$ cat src/rtl/clock_evict_pkg.sv
package clock_evict_pkg;

    typedef enum logic [1:0] {
        ST_IDLE,
        ST_SCAN,
        ST_REPORT
    } sweep_state_e;

    typedef enum logic [1:0] {
        ACT_NONE,
        ACT_AGE,
        ACT_BUMP,
        ACT_EVICT
    } frame_act_e;

endpackage

$ cat src/rtl/frame_state_table.sv
module frame_state_table
    import clock_evict_pkg::*;
#(
    parameter int NUM_FRAMES    = 8,
    parameter int IDX_W         = 3,
    parameter int CNT_W         = 2,
    parameter int DIRTY_CHANCES = 2
) (
    input  logic             clk,
    input  logic             rst_n,
    input  logic             ref_valid,
    input  logic [IDX_W-1:0] ref_frame,
    input  logic             ref_write,
    input  logic             wb_done_valid,
    input  logic [IDX_W-1:0] wb_done_frame,
    input  frame_act_e       act,
    input  logic [IDX_W-1:0] act_idx,
    output logic             use_at,
    output logic             dirty_at,
    output logic [CNT_W-1:0] cnt_at
);

    logic [NUM_FRAMES-1:0] use_q;
    logic [NUM_FRAMES-1:0] dirty_q;
    logic [CNT_W-1:0]      cnt_q [NUM_FRAMES];

    for (genvar i = 0; i < NUM_FRAMES; i++) begin : g_frame
        logic hit_ref;
        logic hit_act;
        logic hit_wb;

        assign hit_ref = ref_valid && (ref_frame == IDX_W'(i));
        assign hit_act = (act_idx == IDX_W'(i));
        assign hit_wb  = wb_done_valid && (wb_done_frame == IDX_W'(i));

        always_ff @(posedge clk) begin
            if (!rst_n) begin
                use_q[i]   <= 1'b0;
                dirty_q[i] <= 1'b0;
                cnt_q[i]   <= '0;
            end else begin
                if (hit_act) begin
                    unique case (act)
                        ACT_AGE: begin
                            use_q[i] <= 1'b0;
                            cnt_q[i] <= '0;
                        end
                        ACT_BUMP: cnt_q[i] <= cnt_q[i] + 1'b1;
                        ACT_EVICT: begin
                            use_q[i]   <= 1'b0;
                            dirty_q[i] <= 1'b0;
                            cnt_q[i]   <= '0;
                        end
                        default: ;
                    endcase
                end
                if (hit_wb) begin
                    dirty_q[i] <= 1'b0;
                end
                // a reference beats any same-cycle ageing or clean-up
                if (hit_ref) begin
                    use_q[i] <= 1'b1;
                    if (ref_write) begin
                        dirty_q[i] <= 1'b1;
                    end
                end
            end
        end

        // a pass counter never passes the modified-frame limit
        p_cnt_bound_r5: assert property (@(posedge clk) disable iff (!rst_n)
            cnt_q[i] <= CNT_W'(DIRTY_CHANCES));
    end

    assign use_at   = use_q[act_idx];
    assign dirty_at = dirty_q[act_idx];
    assign cnt_at   = cnt_q[act_idx];

    p_ref_use_r1: assert property (@(posedge clk) disable iff (!rst_n)
        ref_valid |=> use_q[$past(ref_frame)]);

    p_wr_dirty_r1: assert property (@(posedge clk) disable iff (!rst_n)
        (ref_valid && ref_write) |=> dirty_q[$past(ref_frame)]);

endmodule

$ cat src/rtl/sweep_fsm.sv
module sweep_fsm
    import clock_evict_pkg::*;
#(
    parameter int NUM_FRAMES    = 8,
    parameter int IDX_W         = 3,
    parameter int CNT_W         = 2,
    parameter int CLEAN_CHANCES = 1,
    parameter int DIRTY_CHANCES = 2
) (
    input  logic             clk,
    input  logic             rst_n,
    input  logic             fault_req,
    input  logic             ref_valid,
    input  logic [IDX_W-1:0] ref_frame,
    input  logic             use_at,
    input  logic             dirty_at,
    input  logic [CNT_W-1:0] cnt_at,
    output frame_act_e       act,
    output logic [IDX_W-1:0] hand,
    output logic             busy,
    output logic             done,
    output logic [IDX_W-1:0] victim_frame,
    output logic             victim_dirty,
    output logic             wb_req,
    output logic [IDX_W-1:0] wb_frame
);

    localparam int           SUM_W   = CNT_W + 1;
    localparam logic [SUM_W-1:0] LIM_CLEAN = SUM_W'(CLEAN_CHANCES);
    localparam logic [SUM_W-1:0] LIM_DIRTY = SUM_W'(DIRTY_CHANCES);
    localparam logic [SUM_W-1:0] HINT_AT   = SUM_W'(DIRTY_CHANCES - 1);
    localparam logic [IDX_W-1:0] LAST_IDX  = IDX_W'(NUM_FRAMES - 1);

    sweep_state_e     state_q, state_n;
    logic [IDX_W-1:0] hand_q, hand_inc;
    logic [SUM_W-1:0] cnt_next, limit;
    logic             seen_use, pick, hint;
    logic [IDX_W-1:0] victim_q, wb_frame_q;
    logic             victim_dirty_q, wb_q;

    assign hand_inc = (hand_q == LAST_IDX) ? '0 : hand_q + 1'b1;
    assign cnt_next = {1'b0, cnt_at} + 1'b1;
    assign limit    = dirty_at ? LIM_DIRTY : LIM_CLEAN;
    assign seen_use = use_at || (ref_valid && (ref_frame == hand_q));

    // decision and next state
    always_comb begin
        state_n = state_q;
        act     = ACT_NONE;
        pick    = 1'b0;
        hint    = 1'b0;
        unique case (state_q)
            ST_IDLE: begin
                if (fault_req) begin
                    state_n = ST_SCAN;
                end
            end
            ST_SCAN: begin
                if (seen_use) begin
                    act = ACT_AGE;
                end else if (cnt_next >= limit) begin
                    act     = ACT_EVICT;
                    pick    = 1'b1;
                    state_n = ST_REPORT;
                end else begin
                    act  = ACT_BUMP;
                    hint = dirty_at && (cnt_next == HINT_AT);
                end
            end
            ST_REPORT: state_n = ST_IDLE;
            default:   state_n = ST_IDLE;
        endcase
    end

    // state register
    always_ff @(posedge clk) begin
        if (!rst_n) begin
            state_q <= ST_IDLE;
        end else begin
            state_q <= state_n;
        end
    end

    // hand and registered outputs
    always_ff @(posedge clk) begin
        if (!rst_n) begin
            hand_q         <= '0;
            victim_q       <= '0;
            victim_dirty_q <= 1'b0;
            wb_q           <= 1'b0;
            wb_frame_q     <= '0;
        end else begin
            wb_q <= hint;
            if (hint) begin
                wb_frame_q <= hand_q;
            end
            if (state_q == ST_SCAN) begin
                hand_q <= hand_inc;
            end
            if (pick) begin
                victim_q       <= hand_q;
                victim_dirty_q <= dirty_at;
            end
        end
    end

    assign hand         = hand_q;
    assign busy         = (state_q != ST_IDLE);
    assign done         = (state_q == ST_REPORT);
    assign victim_frame = victim_q;
    assign victim_dirty = victim_dirty_q;
    assign wb_req       = wb_q;
    assign wb_frame     = wb_frame_q;

    p_hand_idle_r2: assert property (@(posedge clk) disable iff (!rst_n)
        (state_q == ST_IDLE) |=> $stable(hand_q));

    p_done_pulse_r10: assert property (@(posedge clk) disable iff (!rst_n)
        done |=> !done);

    p_hand_next_r10: assert property (@(posedge clk) disable iff (!rst_n)
        done |-> (hand_q == ((victim_q == LAST_IDX) ? '0 : victim_q + 1'b1)));

    p_wb_busy_r5: assert property (@(posedge clk) disable iff (!rst_n)
        wb_req |-> busy);

    p_ignore_r9: assert property (@(posedge clk) disable iff (!rst_n)
        (state_q == ST_SCAN) |=> (state_q != ST_IDLE));

endmodule

$ cat src/rtl/nth_chance_clock.sv
module nth_chance_clock
    import clock_evict_pkg::*;
#(
    parameter int NUM_FRAMES    = 8,
    parameter int CLEAN_CHANCES = 1,
    parameter int DIRTY_CHANCES = 2,
    parameter int IDX_W         = $clog2(NUM_FRAMES)
) (
    input  logic             clk,
    input  logic             rst_n,
    input  logic             fault_req,
    input  logic             ref_valid,
    input  logic [IDX_W-1:0] ref_frame,
    input  logic             ref_write,
    input  logic             wb_done_valid,
    input  logic [IDX_W-1:0] wb_done_frame,
    output logic             busy,
    output logic             done,
    output logic [IDX_W-1:0] victim_frame,
    output logic             victim_dirty,
    output logic             wb_req,
    output logic [IDX_W-1:0] wb_frame
);

    localparam int CNT_W = $clog2(DIRTY_CHANCES + 1);

    frame_act_e       act;
    logic [IDX_W-1:0] hand;
    logic             use_at, dirty_at;
    logic [CNT_W-1:0] cnt_at;

    frame_state_table #(
        .NUM_FRAMES   (NUM_FRAMES),
        .IDX_W        (IDX_W),
        .CNT_W        (CNT_W),
        .DIRTY_CHANCES(DIRTY_CHANCES)
    ) i_table (
        .clk          (clk),
        .rst_n        (rst_n),
        .ref_valid    (ref_valid),
        .ref_frame    (ref_frame),
        .ref_write    (ref_write),
        .wb_done_valid(wb_done_valid),
        .wb_done_frame(wb_done_frame),
        .act          (act),
        .act_idx      (hand),
        .use_at       (use_at),
        .dirty_at     (dirty_at),
        .cnt_at       (cnt_at)
    );

    sweep_fsm #(
        .NUM_FRAMES   (NUM_FRAMES),
        .IDX_W        (IDX_W),
        .CNT_W        (CNT_W),
        .CLEAN_CHANCES(CLEAN_CHANCES),
        .DIRTY_CHANCES(DIRTY_CHANCES)
    ) i_fsm (
        .clk         (clk),
        .rst_n       (rst_n),
        .fault_req   (fault_req),
        .ref_valid   (ref_valid),
        .ref_frame   (ref_frame),
        .use_at      (use_at),
        .dirty_at    (dirty_at),
        .cnt_at      (cnt_at),
        .act         (act),
        .hand        (hand),
        .busy        (busy),
        .done        (done),
        .victim_frame(victim_frame),
        .victim_dirty(victim_dirty),
        .wb_req      (wb_req),
        .wb_frame    (wb_frame)
    );

    p_done_busy_r9: assert property (@(posedge clk) disable iff (!rst_n)
        done |-> busy);

endmodule

$ cat config.mk
export PLATFORM = sky130hd
export DESIGN_NAME = nth_chance_clock
export DESIGN_NICKNAME = d
export VERILOG_FILES = /design/src/rtl/clock_evict_pkg.sv /design/src/rtl/frame_state_table.sv /design/src/rtl/sweep_fsm.sv /design/src/rtl/nth_chance_clock.sv
export SDC_FILE = /design/constraint.sdc
export NUM_CORES = 1
export LEC_CHECK = 0
export ABC_AREA = 0
export BUFFER_PORTS_ARGS = -buffer_cell sky130_fd_sc_hd__buf_2
export CAP_MARGIN = 25
export CELL_PAD_IN_SITES_DETAIL_PLACEMENT = 0
export CELL_PAD_IN_SITES_GLOBAL_PLACEMENT = 1
export CORE_MARGIN = 10
export CORE_UTILIZATION = 35
export DETAILED_ROUTE_END_ITERATION = 8
export HOLD_SLACK_MARGIN = 0.03
export PLACE_DENSITY = 0.7
export SYNTH_ARGS = -nofsm -noshare
export SYNTH_HDL_FRONTEND = slang
export SYNTH_SLANG_ARGS = --single-unit
$ cat constraint.sdc
create_clock -name clk -period 2.8 [get_ports clk]
set_clock_uncertainty 0.15 [all_clocks]
set_input_delay 0.14 -clock clk [delete_from_list [all_inputs] [get_ports clk]]
set_output_delay 0.14 -clock clk [all_outputs]
set_load 0.01 [all_outputs]
Word-level counts from Yosys, hierarchy flattened:

Memories as Yosys holds them, arrays and structs flattened. A register that Yosys moved wholly into a read port is not among the register bits.
Cells that the tools add are included.

* add/subtract/negate cells: 10
* $lt $le $gt $ge: 2
* equality and inequality tests: 31
* multiplexer cells: 178
* bitwise logic cells: 24
* reduce and logical (&&, ||, !) cells: 50

Operator list (count)
* two-way mux 1 bit: 142
* two-way mux 2 bit: 30
* == test 3 bit, second input constant: 12
* nonzero test 2 bit: 17
* OR 1 bit: 24
* == test 3 x 2 -> 1 bit, second input constant: 6
* logical AND 1 bit: 18
* adder 2 x 1 -> 2 bit, second input constant: 8
* AND reduction 2 bit: 8
* == test 3 x 1 -> 1 bit, second input constant: 4
* logical NOT 3 bit: 3
* two-way mux 3 bit: 3
* binary-select mux 1 bit (select 3 bit): 2
* == test 2 bit, second input constant: 3
* == test 2 x 1 -> 1 bit, second input constant: 2
* less-than comparator 3 x 4 -> 1 bit, second input constant: 1
* != test 2 bit, second input constant: 2
* one-hot mux 2 bit (2 select lines): 1
* adder 2 x 1 -> 3 bit, second input constant: 1
* adder 3 x 1 -> 3 bit, second input constant: 1
* == test 3 bit: 1
* greater-or-equal comparator 3 bit: 1
* AND reduction 3 bit: 1
* logical NOT 2 bit: 1
* other kinds (3): 3

* flip-flop bits (word level): 29
* bits in writable memories: 16
* input bits: 12
* memories kept: 1

Memories
* i_table.cnt_q: words 8, bits a word 2, read ports 9, clocked after memory_dff 1, wr ports 8, line frame_state_table.sv:25 `logic [CNT_W-1:0] cnt_q [NUM_FRAMES];`

Longest topological paths before layout:

* depth in word-level cells: 15
* gate-level depth with buffers: 13
* gate-level depth less buffers: 10

Cells and area by module:

A second synthesis with hierarchy kept.

* cell total of the unflattened synthesis: 251
* area total of the unflattened synthesis: 2489.9 um2

Modules (own cells, without submodules)
* frame_state_table: times used 1, cells an instance 178, area each 1789.2 um2, seq. area each 800.8 um2
* sweep_fsm: times used 1, cells an instance 73, area each 700.7 um2, seq. area each 260.2 um2

Worst setup path after synthesis:

OpenSTA, ideal clock, no wires.

* kind: reg2reg
* start: register (tool-made name)
* end: memory i_table.cnt_q[7][1], data pin
* library setup time: 0.149 ns
* data arrival time: 2.796 ns
* data required time: 2.501 ns
* setup slack: -0.295 ns
* cell stages (with the launch flop): 11
* path buffers: 1
* cell sequence: dfxtp_1 -> mux4_2 -> mux2i_1 -> inv_1 -> ha_1 -> nand2b_1 -> a21oi_1 -> nand3_1 -> a2111o_1 -> buf_6 -> nor3b_2

RTL lines (line)
* end: declaration: frame_state_table.sv:25

==> out/results.txt <==
Status = complete, but fails checks
Failing checks = negative setup slack
Final Power = 2.038 mW
Dominant cells by area after synthesis = dfxtp_1 (24%), edfxtp_1 (18%), mux2i_1 (6.0%), nand2_1 (4.5%), ha_1 (4.2%)
Share of layout cells above drive strength 1 = 0.3501
All-Layer GR Usage = 0.1259
Worst-Margin Slew = 0.7628 ns
Worst VDD drop = 0.0002464 V
DRT Wirelength = 7.226 mm
Distinct cells, synth = 46
Number of synthesized register bits = 48
Slew margin rel. = 0.4904
Chip height = 107.5 um
Routed WL per cell = 16.57 um
Routed Antenna Nets = 0
Critical Path RT = 2.80 ns
CP Class = reg -> reg
Antenna cells = 0
Grt ovf = 0
Routed vias/inst = 5.245
Area Overhead vs Synth = 32.07%
Hold/Removal Path Class = in -> reg
Fmax = 330.5 MHz
CTS tree = built
Post-Place Cells = 416
Clock buffer count from CTS = 5
Synth area leader = dfxtp_1
DRT iter0 DRCs = 114
CTS clock-pin slew for the worst setup and hold paths = 0.10 ns
Final Core Density = 0.4828
Io pins = 22
Final worst slack = -0.2253 ns
Leakage = 1.328 nW
Nets = 357
H-tree depth = 2
Pwr/cell area = 575.7 nW/um^2
Post-Syn Area = 2680 sq um
Max Root-Sink Buffers = 2
Total die area = 11,560 sq um
Number of global-route vias before repair = 2,255
Number of synthesized flops with an enable pin = 16
DP Worst Slack = -0.1803 ns
Core Region = 7331 sq um
Unrepaired setup endpoints after global routing = true
Drc violations = 0
Most used DFF post-synth = dfxtp_1
DIE WIDTH = 107.5 um
Synthesized area per cell = 9.853 sq um
Num rows = 31
Detailed Routing Iterations Pass 1 = 4
DR vias = 2,287
Final Cycle Share = 1.080
Syn Nets = 293
Finished Layout Cells = 436
Largest net degree at the start of global routing = 29
Slew Limit Fails = 0
Routability Congestion = 0.8007
Crit end category = flop
Yosys top cell area share = 0.2390
Starting density of the core = 0.3656
Max-cap violation count = 0
Clock insertion delay at the later pin of the skew report = 0.31 ns
Ys Warns = 0
Fin. Hold Viols = 0
DP Wirelength = 5.284 mm
First-pass GRT wire length = 11.65 mm
Min Hold Slack = 0.05030 ns
Initial antenna violation count = 0
Synth Instances = 272
Min Tclk post-route = 3.025 ns
Ys async rst share = 0
# port buffers = 21
Critical Path Start Type = flop
Arrival time at the worst endpoint = 3.02 ns
Register area share after synthesis = 0.4183
Clock sink total = 48
Setup violators final = 27
Critical-path maximum fanout = 15
Clk root buf = clkbuf_8
layout make-up:
class	instances	area, sq um
Fill cell	676	3791
Multi-Input combinational cell	200	1603
Sequential cell	48	1125
Timing Repair Buffer	73	546.8
Tap cell	99	123.9
Clock buffer	5	68.82
Clock inverter	3	42.54
Inverter	8	30.03
path summary, 6_finish.rpt:
check,slack (ns),start,depth (start not counted),endpoint
max,-0.23,i_table.cnt_q[3][0],9,i_table.cnt_q[5][0]
min,0.05,ref_valid,3,i_table.use_q[6]
max reg2reg,-0.23,i_table.cnt_q[3][0],9,i_table.cnt_q[5][0]
min reg2reg,0.30,i_fsm.victim_dirty,2,i_fsm.victim_dirty
cells in the mapped netlist (7+ instances only):
cell      instances
mux2i_1          16
edfxtp_1         16
a21oi_1          13
xnor2_1          10
nand3_1          16
a311oi_1          7
nor3_2            8
ha_1              9
nand2_1          32
clkbuf_1         11
o21ai_0          10
dfxtp_1          32
nor2_1           13
layer usage:
metal  track usage  routed length, um
met3       0.02275                183
met1        0.1668               3543
met4       0.03531                 60
met5             0                  0
met2        0.2038               3439
stage by stage:
step | setup TNS (ns) | cell area (sq um)
final | -3.026 | 3540
after global routing | -7.383 | 3540
after CTS | -3.049 | 3352
after detailed placement | -2.815 | 3178
after global placement | -0.8661 | 3178
after floorplan | -0.04264 | 2708
cells in the final DEF (no fill, tap or decap), drive strengths merged, types with 9 or more instances in the layout:
cell and count:
nor2 13, a21oi 13, edfxtp 16, buf 70, xnor2 10, o21ai 10, nand3 16, nor3 12
ha 9, mux2i 16, nand2 32, dfxtp 32
logic make-up after synthesis:
family,Yosys count,share of synthesized area
adders and majority gates,9,0.04202
muxes,21,0.1018
xor gates and xnor gates,11,0.03595
DFF,48,0.4183
buffers and inverters,24,0.04248
AOI/OAI and AO/OA,51,0.1293
and+or+nand+nor,108,0.2302
sequential cells by signal, indices dropped and copies added (netlist names), named ones only:
register and count:
i_fsm.hand 3, i_fsm.state_q 2, i_fsm.victim_dirty 1, i_fsm.victim_frame 3
i_fsm.wb_frame 3, i_fsm.wb_req 1, i_table.cnt_q 16, i_table.dirty_q 8
i_table.use_q 8
worst max-delay path, cell delays in order (launching register included):
cell and delay [ns]:
edfxtp_1 0.41, mux4_2 0.50, mux2i_2 0.19, inv_1 0.10, ha_1 0.28, nand2b_4 0.15
or2_4 0.25, a2111o_1 0.42, buf_12 0.17, nor4b_2 0.23
power by group:
part | leakage, nW | total (mW) | switching [mW] | internal [mW]
clock network | 0.0558 | 0.520 | 0.255 | 0.265
registers | 0.426 | 0.793 | 0.0336 | 0.760
logic | 0.846 | 0.725 | 0.387 | 0.338
total | 1.33 | 2.04 | 0.675 | 1.36
repair_timing:
item,CTS,global route
setup endpoints to repair,35,41
hold buffers,3,0
pin swaps,3,3
setup buffers,3,7
gates resized for setup,4,27
endpoints found under the hold margin,4,0
No activity file was read; power rests on OpenSTA's default activity.
